--- config.mk ---
export PLATFORM = sky130hd
export DESIGN_NAME = uart_irq_ctrl
export DESIGN_NICKNAME = d
export VERILOG_FILES = /design/src/rtl/uart_irq_pkg.sv /design/src/rtl/uart_irq_status.sv /design/src/rtl/uart_irq_src_eval.sv /design/src/rtl/uart_irq_ctrl.sv
export SDC_FILE = /design/constraint.sdc
export NUM_CORES = 1
export LEC_CHECK = 0
export ABC_AREA = 1
export BUFFER_PORTS_ARGS = -buffer_cell sky130_fd_sc_hd__buf_4
export CAP_MARGIN = 30
export CORE_MARGIN = 2
export CORE_UTILIZATION = 48
export DETAILED_ROUTE_END_ITERATION = 10
export PLACE_DENSITY = 0.83
export REMOVE_ABC_BUFFERS = 1
export SKIP_LAST_GASP = 1
export SYNTH_ARGS = -nofsm -noshare
export SYNTH_HDL_FRONTEND = slang
export SYNTH_SLANG_ARGS = --single-unit
--- constraint.sdc ---
create_clock -name clk -period 1.75 [get_ports clk]
set_input_delay 0.0875 -clock clk [delete_from_list [all_inputs] [get_ports clk]]
set_output_delay 0.0875 -clock clk [all_outputs]
set_load 0.05 [all_outputs]
--- src/rtl/uart_irq_pkg.sv ---
package uart_irq_pkg;

    typedef enum logic [3:0] {
        IRQ_MODEM    = 4'h0,
        IRQ_NONE     = 4'h1,
        IRQ_TX_EMPTY = 4'h2,
        IRQ_RX_DATA  = 4'h4,
        IRQ_LINE     = 4'h6,
        IRQ_TIMEOUT  = 4'hC
    } irq_code_e;

    // cause index, highest priority at 0
    localparam int SRC_LINE    = 0;
    localparam int SRC_TIMEOUT = 1;
    localparam int SRC_RXDATA  = 2;
    localparam int SRC_TX      = 3;
    localparam int SRC_MODEM   = 4;
    localparam int NUM_SRC     = 5;

    localparam logic [2:0] ADDR_ENABLE = 3'd1;
    localparam logic [2:0] ADDR_IDENT  = 3'd2;
    localparam logic [2:0] ADDR_LSTAT  = 3'd5;

    localparam int ENABLE_W = 4;

    function automatic logic [3:0] src_code(input int idx);
        case (idx)
            SRC_LINE:    src_code = IRQ_LINE;
            SRC_TIMEOUT: src_code = IRQ_TIMEOUT;
            SRC_RXDATA:  src_code = IRQ_RX_DATA;
            SRC_TX:      src_code = IRQ_TX_EMPTY;
            default:     src_code = IRQ_MODEM;
        endcase
    endfunction

    typedef struct packed {
        logic [ENABLE_W-1:0] ier;
        logic                brk;
        logic                ovr;
        logic                tx_pend;
        logic                tx_prev;
    } status_t;

    typedef struct packed {
        logic [7:0] ident;
        logic       irq;
    } out_t;

endpackage

--- src/rtl/uart_irq_status.sv ---
module uart_irq_status
    import uart_irq_pkg::*;
(
    input  logic                clk,
    input  logic                rst_n,
    input  logic                ier_wr,
    input  logic [ENABLE_W-1:0] ier_wdata,
    input  logic                ident_rd,
    input  logic                ident_is_tx,
    input  logic                lstat_rd,
    input  logic                break_evt,
    input  logic                overrun_evt,
    input  logic                tx_hold_empty,
    output logic [ENABLE_W-1:0] ier,
    output logic                brk,
    output logic                ovr,
    output logic                tx_pend
);

    status_t st_d, st_q;

    always_comb begin
        st_d = st_q;
        st_d.tx_prev = tx_hold_empty;

        if (lstat_rd) begin
            st_d.brk = 1'b0;
            st_d.ovr = 1'b0;
        end
        if (break_evt)   st_d.brk = 1'b1;
        if (overrun_evt) st_d.ovr = 1'b1;

        if (tx_hold_empty && !st_q.tx_prev) st_d.tx_pend = 1'b1;
        if (!tx_hold_empty)                 st_d.tx_pend = 1'b0;
        if (ident_rd && ident_is_tx)        st_d.tx_pend = 1'b0;

        if (ier_wr) begin
            st_d.ier = ier_wdata;
            if (ier_wdata[1] != st_q.ier[1])
                st_d.tx_pend = ier_wdata[1] && tx_hold_empty;
        end
    end

    always_ff @(posedge clk or negedge rst_n) begin
        if (!rst_n) begin
            st_q <= '{ier: '0, brk: 1'b0, ovr: 1'b0, tx_pend: 1'b0, tx_prev: 1'b1};
        end else begin
            st_q <= st_d;
        end
    end

    assign ier     = st_q.ier;
    assign brk     = st_q.brk;
    assign ovr     = st_q.ovr;
    assign tx_pend = st_q.tx_pend;

    assert_tx_pend_source_R6: assert property (@(posedge clk) disable iff (!rst_n)
        tx_pend |-> $past(tx_hold_empty));

    assert_lstat_read_clears_R8: assert property (@(posedge clk) disable iff (!rst_n)
        (lstat_rd && !break_evt) |=> !brk);

    assert_break_sets_R8: assert property (@(posedge clk) disable iff (!rst_n)
        break_evt |=> brk);

    assert_enable_write_R7: assert property (@(posedge clk) disable iff (!rst_n)
        ier_wr |=> (ier == $past(ier_wdata)));

endmodule

--- src/rtl/uart_irq_src_eval.sv ---
module uart_irq_src_eval
    import uart_irq_pkg::*;
#(
    parameter int CNT_W = 5
) (
    input  logic [ENABLE_W-1:0] ier,
    input  logic                line_err,
    input  logic                rx_timeout,
    input  logic                rx_ready,
    input  logic                fifo_en,
    input  logic [CNT_W-1:0]    rx_count,
    input  logic [CNT_W-1:0]    rx_trigger,
    input  logic                tx_pend,
    input  logic                modem_any,
    output logic [3:0]          code,
    output logic                any_active
);

    logic [NUM_SRC-1:0] active;
    logic [NUM_SRC-1:0] grant;

    always_comb begin
        active              = '0;
        active[SRC_LINE]    = ier[2] && line_err;
        active[SRC_TIMEOUT] = ier[0] && rx_timeout;
        active[SRC_RXDATA]  = ier[0] && rx_ready && (!fifo_en || (rx_count >= rx_trigger));
        active[SRC_TX]      = ier[1] && tx_pend;
        active[SRC_MODEM]   = ier[3] && modem_any;
    end

    genvar gi;
    generate
        for (gi = 0; gi < NUM_SRC; gi++) begin : g_grant
            if (gi == 0) begin : g_top
                assign grant[gi] = active[gi];
            end else begin : g_rest
                assign grant[gi] = active[gi] && !(|active[gi-1:0]);
            end
        end
    endgenerate

    always_comb begin
        code = IRQ_NONE;
        for (int i = 0; i < NUM_SRC; i++) begin
            if (grant[i]) code = src_code(i);
        end
    end

    assign any_active = |active;

endmodule

--- src/rtl/uart_irq_ctrl.sv ---
module uart_irq_ctrl
    import uart_irq_pkg::*;
#(
    parameter int FIFO_DEPTH = 16,
    localparam int CNT_W = $clog2(FIFO_DEPTH + 1)
) (
    input  logic             clk,
    input  logic             rst_n,
    input  logic [2:0]       bus_addr,
    input  logic [7:0]       bus_wdata,
    input  logic             bus_rd,
    input  logic             bus_wr,
    output logic [7:0]       bus_rdata,
    input  logic             fifo_en,
    input  logic [CNT_W-1:0] rx_count,
    input  logic [CNT_W-1:0] rx_trigger,
    input  logic             rx_ready,
    input  logic             rx_timeout,
    input  logic             rx_frame_err,
    input  logic             rx_parity_err,
    input  logic             rx_break_evt,
    input  logic             rx_overrun_evt,
    input  logic             tx_hold_empty,
    input  logic             tx_shift_empty,
    input  logic [3:0]       modem_delta,
    output logic             irq
);

    out_t out_d, out_q;

    logic                rd_eff;
    logic                ier_wr, ident_rd, lstat_rd;
    logic [ENABLE_W-1:0] ier;
    logic                brk, ovr, tx_pend;
    logic [3:0]          code;
    logic                any_active;
    logic [7:0]          lstat;
    logic                unused_wdata_hi;

    assign unused_wdata_hi = ^bus_wdata[7:ENABLE_W];

    assign rd_eff   = bus_rd && !bus_wr;
    assign ier_wr   = bus_wr && (bus_addr == ADDR_ENABLE);
    assign ident_rd = rd_eff && (bus_addr == ADDR_IDENT);
    assign lstat_rd = rd_eff && (bus_addr == ADDR_LSTAT);

    uart_irq_status status_i (
        .clk           (clk),
        .rst_n         (rst_n),
        .ier_wr        (ier_wr),
        .ier_wdata     (bus_wdata[ENABLE_W-1:0]),
        .ident_rd      (ident_rd),
        .ident_is_tx   (out_q.ident[3:0] == IRQ_TX_EMPTY),
        .lstat_rd      (lstat_rd),
        .break_evt     (rx_break_evt),
        .overrun_evt   (rx_overrun_evt),
        .tx_hold_empty (tx_hold_empty),
        .ier           (ier),
        .brk           (brk),
        .ovr           (ovr),
        .tx_pend       (tx_pend)
    );

    uart_irq_src_eval #(.CNT_W(CNT_W)) eval_i (
        .ier        (ier),
        .line_err   (brk || ovr || rx_frame_err || rx_parity_err),
        .rx_timeout (rx_timeout),
        .rx_ready   (rx_ready),
        .fifo_en    (fifo_en),
        .rx_count   (rx_count),
        .rx_trigger (rx_trigger),
        .tx_pend    (tx_pend),
        .modem_any  (|modem_delta),
        .code       (code),
        .any_active (any_active)
    );

    always_comb begin
        out_d       = out_q;
        out_d.ident = {{2{fifo_en}}, 2'b00, code};
        out_d.irq   = (code != IRQ_NONE);
    end

    always_ff @(posedge clk or negedge rst_n) begin
        if (!rst_n) begin
            out_q <= '{ident: {4'h0, IRQ_NONE}, irq: 1'b0};
        end else begin
            out_q <= out_d;
        end
    end

    assign lstat = {1'b0, tx_shift_empty, tx_hold_empty, brk,
                    rx_frame_err, rx_parity_err, ovr, rx_ready};

    always_comb begin
        bus_rdata = 8'h00;
        if (rd_eff) begin
            case (bus_addr)
                ADDR_ENABLE: bus_rdata = {{(8-ENABLE_W){1'b0}}, ier};
                ADDR_IDENT:  bus_rdata = out_q.ident;
                ADDR_LSTAT:  bus_rdata = lstat;
                default:     bus_rdata = 8'h00;
            endcase
        end
    end

    assign irq = out_q.irq;

    assert_line_wins_R1: assert property (@(posedge clk) disable iff (!rst_n)
        (ier[2] && rx_frame_err) |=> (out_q.ident[3:0] == IRQ_LINE));

    assert_timeout_gated_R5: assert property (@(posedge clk) disable iff (!rst_n)
        (rx_timeout && !ier[0]) |=> (out_q.ident[3:0] != IRQ_TIMEOUT));

    assert_below_trigger_R4: assert property (@(posedge clk) disable iff (!rst_n)
        (fifo_en && (rx_count < rx_trigger)) |=> (out_q.ident[3:0] != IRQ_RX_DATA));

    assert_fifo_flag_bits_R9: assert property (@(posedge clk) disable iff (!rst_n)
        1'b1 |=> (out_q.ident[7:4] == {{2{$past(fifo_en)}}, 2'b00}));

    assert_irq_follows_R10: assert property (@(posedge clk) disable iff (!rst_n)
        any_active |=> irq);

endmodule

; Word-level counts from Yosys, hierarchy flattened
; Cells that the tools add are included.
[classes]
order_cmp = 1
eq_ne = 6
n_mux = 15
n_reduce_logical = 34
[op_table]
columns = op, n
row1 = one-hot mux 8 bit (3 select lines), 1
row2 = logical AND 1 bit, 17
row3 = 2-to-1 mux 4 bit, 4
row4 = 2-to-1 mux 8 bit, 1
row5 = OR reduction 4 bit, 2
row6 = zero test 1 bit, 7
row7 = 2-to-1 mux 1 bit, 7
row8 = greater-or-equal comparator 5 bit, 1
row9 = == test 4 x 2 -> 1 bit (second input constant), 1
row10 = logical OR 1 bit, 4
row11 = != test 4 x 1 -> 1 bit (second input constant), 1
row12 = nonzero test 2 bit, 2
row13 = == test 3 x 1 -> 1 bit (second input constant), 1
row14 = == test 3 x 2 -> 1 bit (second input constant), 1
row15 = == test 3 bit (second input constant), 1
row16 = 2-to-1 mux 3 bit, 1
row17 = OR reduction 3 bit, 1
row18 = 2-to-1 mux 2 bit, 1
row19 = OR reduction 2 bit, 1
row20 = != test 1 bit, 1
[word_totals]
reg_bits = 14
in_bits = 38
output_inout_bits = 9

; Longest topological paths before layout
; Gate-level depths: netlist of run 1.
[logic_depth]
word_depth = 11
depth_mapped = 11
depth_no_buf = 11

; Modules after synthesis
; From an unflattened synthesis of run 1, not the netlist that was laid out.
[hier_totals]
cells_unflattened = 143
area_unflattened_um2 = 1029.7
[by_module_without_submodules]
columns = module, n_inst, cells_per_inst, area_each_um2, seq_area_each_um2
row1 = uart_irq_ctrl, 1, 61, 444.2, 151.4
row2 = uart_irq_status, 1, 38, 361.6, 201.4
row3 = uart_irq_src_eval, 1, 44, 224.0, 0.0

; Least setup slack after synthesis of run 1
; OpenSTA, ideal clock, no wires.
[synth_path]
path_type = input to output
start = in bus_addr[2]
end = out bus_rdata[6]
arrival_ns = 1.480
required_time_ns = 1.662
setup_slack_ns = 0.182
cell_stages = 5
n_path_buf = 0
path_cell_list = inv_2 nand3_1 inv_2 nand2_1 o21ai_0
[synth_between]
elab_chain_len = 3
elab_cells_between_ends = 5
cone_classes = eq/ne: 3 / mux: 2
[synth_lines]
columns = item, line_no
row1 = from (decl), uart_irq_ctrl.sv:9  ; input logic [2:0] bus_addr,
row2 = == test 3 bit (tied with other cells), uart_irq_ctrl.sv:98  ; case (bus_addr)
row3 = one-hot mux 8 bit (3 select lines) *, uart_irq_ctrl.sv:98
row4 = 2-to-1 mux 8 bit *, uart_irq_ctrl.sv:97  ; if (rd_eff) begin
row5 = to (decl), uart_irq_ctrl.sv:13  ; output logic [7:0] bus_rdata,
; Mark *: on every way between the ends. The rest lies on a longest branch, timed or not.

; Worst setup path after layout of run 1
[layout_path]
start = reg out_q[1] (netlist bit)
end = out bus_rdata[0]
[layout_between]
elab_chain_len = 2
[layout_lines]
columns = item, line_no
row1 = from (decl), uart_irq_ctrl.sv:29  ; out_t out_d, out_q;
row2 = from (signal assigned), uart_irq_ctrl.sv:86  ; out_q <= '{ident: {4'h0, IRQ_NONE}, irq: 1'b0};
row3 = from (signal assigned), uart_irq_ctrl.sv:88  ; out_q <= out_d;
row4 = one-hot mux 8 bit (3 select lines), uart_irq_ctrl.sv:98
row5 = 2-to-1 mux 8 bit, uart_irq_ctrl.sv:97
; Every way passes these cells.

==> run_results.csv, run 1 <==
group,metric,value,unit
floorplanning,coreArea,1900,µm²
drt,vias,968,
synth,synth_top_cell_area_share,31.8,%
layout,drive_gt1_share,32.2,%
power,ir_drop,469,µV
setup_path,critPathArrivalTime,1.33,ns
drt,first_pass_iters,4,
placed_design,dp.cells,200,
sta,fin_crit,1.42,ns
cts,worstSkewPairLatency,0.27,ns
sta,tns,0,ns
layout,n_fill_cell,163,
global_routing,antenna_found_initial,0,
power,combPwrFrac,32.1,%
cts,cts_setup_buffers,0,
placed_design,gp_congestion,0.805,
global_routing,grt_pass1_wl,3710,µm
global_routing,grt_max_degree,15,
placed_design,hpwlAfterDp,1780,µm
placed_design,placed_cell_area,1290,µm²
layout,final_cell_area,1350,µm²
sta,finalClockSkew,0.00362,ns
layout,syn_to_final_growth,43.0,%
global_routing,grt_pass1_vias,927,
cts,htreeDepth,1,
floorplanning,num_io_pins,47,
sta,max_freq,704,MHz
sta,fin_crit_sh,81.2,%
synth,synth_area_per_cell,7.20,µm²
synth,syn-cell-area,943,µm²
power,p_sw_share,31.7,%
layout,n_antenna_cell,0,
power,net-switching-power,271,µW
floorplanning,die_h,48.3,µm
outcome,status,"finished clean",
global_routing,overflow,0,
cts,cts_buffers,3,
setup_path,critPathLaunchType,"register",
global_routing,grtUsageTotal,20.3,%
worst_hold_path,min_path_type,"in -> reg",
placed_design,io_buffers,42,
cts,cts_tree,"yes",
cts,cts_num_sinks,14,
floorplanning,dieArea,2340,µm²
setup_path,required,1.66,ns
drt,ant_nets,0,
sta,fin_ws,0.329,ns
sta,slew_headroom,85.6,%
synth,synth_top_cell_by_area,"dfrtp_1",
cts,cts_root_buf,"clkbuf_4",
drt,drt_iter0_drc,18,
synth,ys_warn_count,0,
synth,synth_cells,131,
layout,multi_input_area,459,µm²
sta,setup_viol,0,
setup_path,critPathKind,"reg -> out",
power,seq_power_share,46.8,%
power,power.internal,584,µW
synth,yosys_register_bits,14,
placed_design,place_ws,0.609,ns
floorplanning,chipWidth,48.3,µm
synth,synthTopCellsByArea,"dfrtp_1 32%, nand2_1 15%, inv_1 13%",
drt,vias_per_cell,4.68,
drt,wl,2090,µm
layout,final_cells,207,
sta,slew_violations,0,
power,powerDensity,634,nW/µm²
floorplanning,std_cell_rows,16,
power,clkPwrFrac,21.1,%
sta,final-hold-violation-count,0,
floorplanning,initial_core_util,49.6,%
worst_hold_path,hold_depth,2,
sta,tightest_slew,0.214,ns
synth,synth_cell_types,22,
run,drv_cap,0,
drt,wl_per_cell,10.1,µm
sta,holdWs,0.0135,ns
sta,rsz0062_at_grt,"false",
cts,clkTransAtPathRegs,0.08,ns
layout,layout.area.seq,353,µm²
cts,clk_path_buf_depth,2,
drt,route.detailed.drc,0,
layout,layout.nets,224,
power,power_leakage,0.000814,µW
synth,ys_seq_area_share,37.4,%
setup_path,endpoint_kind,"primary output",
setup_path,critPathMaxFanout,2,
setup_path,rr_worst_depth,5,
-- final cells by class --
type	instances	share of cell area (%)
Clock buffer	4	1.95
Inverter	35	9.74
Multi-Input combinational cell	82	34.0
Sequential cell	14	26.2
Tap cell	27	2.50
Timing Repair Buffer	45	25.6
-- Yosys cell counts, drive strengths merged --
master and instances:
o211ai 2, dfrtp 12, dfstp 2, nand4 1, a21oi 2, ha 5, o21ai 8, and2 1
inv 35, o221ai 1, o21bai 2, nand2 38, nand3b 1, nand3 7, nor2 13, nor3 1
-- worst max-delay path: stages, from the launching register on --
cell,delay [ns]
dfstp_2,0.52
inv_1,0.05
o221ai_1,0.18
nand2_1,0.07
inv_1,0.06
buf_4,0.18
-- logic make-up (layout without fill, tap and decap cells) --
logic type	count (synthesis)	after routing	synth area share (%)
fa+ha+maj	5	5	6.63
simple gates	62	62	32.6
compound gates	15	15	9.42
flops	14	14	37.4
buf+inv	35	84	13.9
-- path summary, 6_finish.rpt --
| path | startpoint | end | slack [ns] |
|---|---|---|---|
| max in group asynchronous | rst_n | out_q[1] | 1.29 |
| setup reg to reg | status_i.brk | irq | 0.65 |
| min in group asynchronous | rst_n | out_q[4] | 0.22 |
| hold / removal | rx_overrun_evt | status_i.ovr | 0.01 |
| setup / recovery | out_q[1] | bus_rdata[0] | 0.33 |
| hold reg to reg | status_i.ier[3] | status_i.ier[3] | 0.55 |
-- layer usage --
layer | GRT usage, % | vias up | share of wire (%)
met5 | 0 | - | 0
met4 | 12.9 | 0 | 4.0
met3 | 2.47 | 8 | 5.0
met2 | 37.7 | 35 | 52
met1 | 21.7 | 433 | 39
li1 | - | 492 | -
-- power by group through the flow --
stage	Clock, µW	Combinational, µW	Sequential [µW]
2_1_floorplan	0	145	416
3_3_place_gp	0	261	406
3_5_place_dp	0	270	406
4_1_cts	182	277	400
5_1_grt	200	309	405
6_report	180	275	401
-- through the flow --
step	power (µW)	util, %
4_1_cts	859	70.9
6_report	855	70.9
3_5_place_dp	676	68.0
2_1_floorplan	561	-
3_3_place_gp	667	68.0
5_1_grt	914	70.9
-- placed cells by master (no fill, tap or decap), drive strengths merged, types with 3 or more instances in the layout --
cell type     n
clkbuf        4
nand3         7
nand2        38
dfrtp        12
ha            5
buf          42
nor2         13
dlygate4sd3   3
inv          35
o21ai         8
-- sequential cells by signal, indices dropped and copies added (netlist names) --
register,cells
irq,1
out_q,5
status_i.brk,1
status_i.ier,4
status_i.ovr,1
status_i.st_q,1
status_i.tx_pend,1
-- repair_timing --
item | CTS | global route
resized for setup | 0 | 0
hold buffers | 3 | 0
hold endpoints to repair | 16 | 0
No activity file was read; power rests on OpenSTA's default activity.
==> inputs of run 2 (changes only) <==
--- a/config.mk
+++ b/config.mk
@@ -9,9 +9,9 @@
 export BUFFER_PORTS_ARGS = -buffer_cell sky130_fd_sc_hd__buf_4
 export CAP_MARGIN = 30
 export CORE_MARGIN = 2
-export CORE_UTILIZATION = 48
+export CORE_UTILIZATION = 40
 export DETAILED_ROUTE_END_ITERATION = 10
-export PLACE_DENSITY = 0.83
+export PLACE_DENSITY = 0.74
 export REMOVE_ABC_BUFFERS = 1
 export SKIP_LAST_GASP = 1
 export SYNTH_ARGS = -nofsm -noshare
==> constraint.sdc (replaced) <==
create_clock -name clk -period 1.3 [get_ports clk]
set_input_delay 0.065 -clock clk [delete_from_list [all_inputs] [get_ports clk]]
set_output_delay 0.065 -clock clk [all_outputs]
set_load 0.05 [all_outputs]
==> run 2 against run 1 <==
  * Non-clock buffer count increased by 6
  * Via count increased by 0.93%
  * The flow now finishes with violations (setup timing)
  * First-iteration DRC count decreased by 28%
  * Setup slack got worse by 0.39 ns
  * Global-route usage decreased by 2.1 points
  * Critical path type unchanged
==> run_results.csv, run 2 (synthesis results as in run 1) <==
group,metric,value,unit
outcome,status,"complete, but fails checks",
outcome,violations,"setup timing",
drt,wl,2230,µm
floorplanning,num_io_pins,47,
global_routing,overflow,0,
layout,drive_gt1_share,33.9,%
worst_hold_path,min_path_type,"in -> reg",
global_routing,grt_pass1_vias,982,
global_routing,grt_max_degree,15,
power,power_leakage,0.000846,µW
global_routing,grt_pass1_wl,3690,µm
setup_path,endpoint_kind,"primary output",
sta,max_freq,737,MHz
power,ir_drop,455,µV
setup_path,max_stage_delay,0.53,ns
layout,final_cells,214,
cts,htreeDepth,1,
floorplanning,initial_core_util,42.6,%
setup_path,critPathArrivalTime,1.29,ns
global_routing,antenna_found_initial,0,
drt,wl_per_cell,10.4,µm
run,drv_cap,0,
floorplanning,dieArea,2760,µm²
floorplanning,chipWidth,52.6,µm
setup_path,required,1.24,ns
drt,vias,977,
setup_path,reg2reg_slack,0.18,ns
layout,fin_util,64.5,%
layout,regMostFlops,"out_q",
floorplanning,die_h,52.6,µm
cts,worstSkewPairLatency,0.28,ns
global_routing,grtUsageTotal,18.3,%
placed_design,hpwlAfterDp,1830,µm
cts,cts_tree,"yes",
sta,fin_crit,1.36,ns
sta,final-hold-violation-count,0,
sta,rsz0062_at_grt,"true",
drt,route.detailed.drc,0,
placed_design,io_buffers,42,
drt,ant_nets,0,
drt,drt_iter0_drc,13,
cts,cts_root_buf,"clkbuf_4",
sta,fin_crit_sh,104,%
layout,n_antenna_cell,0,
sta,slew_violations,0,
layout,final_common_cell,"buf_4",
sta,fin_ws,-0.0570,ns
floorplanning,std_cell_rows,17,
cts,clkTransAtPathRegs,0.09,ns
setup_path,critPathKind,"reg -> out",
placed_design,dp.cells,201,
layout,final_cell_area,1430,µm²
sta,finalClockSkew,0.0120,ns
layout,layout.nets,230,
setup_path,path_cells,"inv_2 -> o221ai_2 -> nand2_1 -> inv_1 -> buf_6",
cts,cts_num_sinks,14,
drt,vias_per_cell,4.57,
sta,setup_viol,1,
placed_design,placed_cell_area,1290,µm²
drt,first_pass_iters,4,
placed_design,gp_congestion,0.753,
floorplanning,coreArea,2210,µm²
cts,cts_buffers,3,
sta,slew_headroom,85.0,%
setup_path,crit_slowest_cell,"dfstp_2",
layout,largest_register_ffs,5,
power,powerDensity,871,nW/µm²
layout,syn_to_final_growth,51.3,%
cts,clk_path_buf_depth,2,
setup_path,critPathLaunchType,"register",
sta,tightest_slew,0.222,ns
setup_path,critPathMaxFanout,2,
layout,final_cell_mix,"42 x buf_4, 37 x nand2_1, 30 x inv_1",
power,p_total,1240,µW
run 2: final timing paths:
| path | start | depth (start not counted) | end |
|---|---|---|---|
| worst max-delay path | out_q[1] | 5 | bus_rdata[0] |
| min in group asynchronous | rst_n | 2 | status_i.tx_pend |
| max in group asynchronous | rst_n | 2 | out_q[1] |
| worst min register to register | status_i.ier[3] | 2 | status_i.ier[3] |
| worst max register to register | out_q[1] | 7 | status_i.tx_pend |
| worst min-delay path | bus_wdata[1] | 3 | status_i.ier[1] |
run 2: worst max-delay path, delay by kind of cell (launching register included):
| family | cells | cell delay [ns] |
|---|---|---|
| flip-flops | 1 | 0.53 |
| buffers and inverters | 3 | 0.26 |
| AND/OR/NAND/NOR | 1 | 0.08 |
| AO/OA/AOI/OAI | 1 | 0.14 |
run 2: repair_timing:
item,CTS,global route
resized for setup,5,1
endpoints found under the hold margin,20,1
pin swaps,1,0
hold buffers,7,1
endpoints found under the setup margin,2,2
setup buffers,1,0
run 2: metrics by stage:
step	worst slack, ns	hold slack, ns	TNS (ns)
final	-0.0570	0.0249	-0.0570
after global placement	0.198	-0.0821	0
after detailed placement	0.171	-0.0789	0
after global routing	-0.127	0.0392	-0.127
after floorplan	-0.223	-0.231	-0.223
after CTS	-0.0507	0.00394	-0.0507
run 2: layout make-up:
class	count	area, µm²
fill	207	785
timing repair buffer	51	407
tap	28	35.0
inverter	35	131
sequential	14	353
multi-input combinational	82	465
clock buffer	4	36.3
run 2: layer usage:
layer	global-route usage [%]	vias to the layer above	wire length, µm
li1	-	505	-
met1	18.8	437	910
met2	36.7	33	1180
met3	2.29	2	126
met4	6.41	0	17
met5	0	-	0
run 2: where the power goes:
group	total (µW)	internal, µW	switching (µW)
sequential	540	503	36.6
clock	304	170	134
combinational	400	185	215
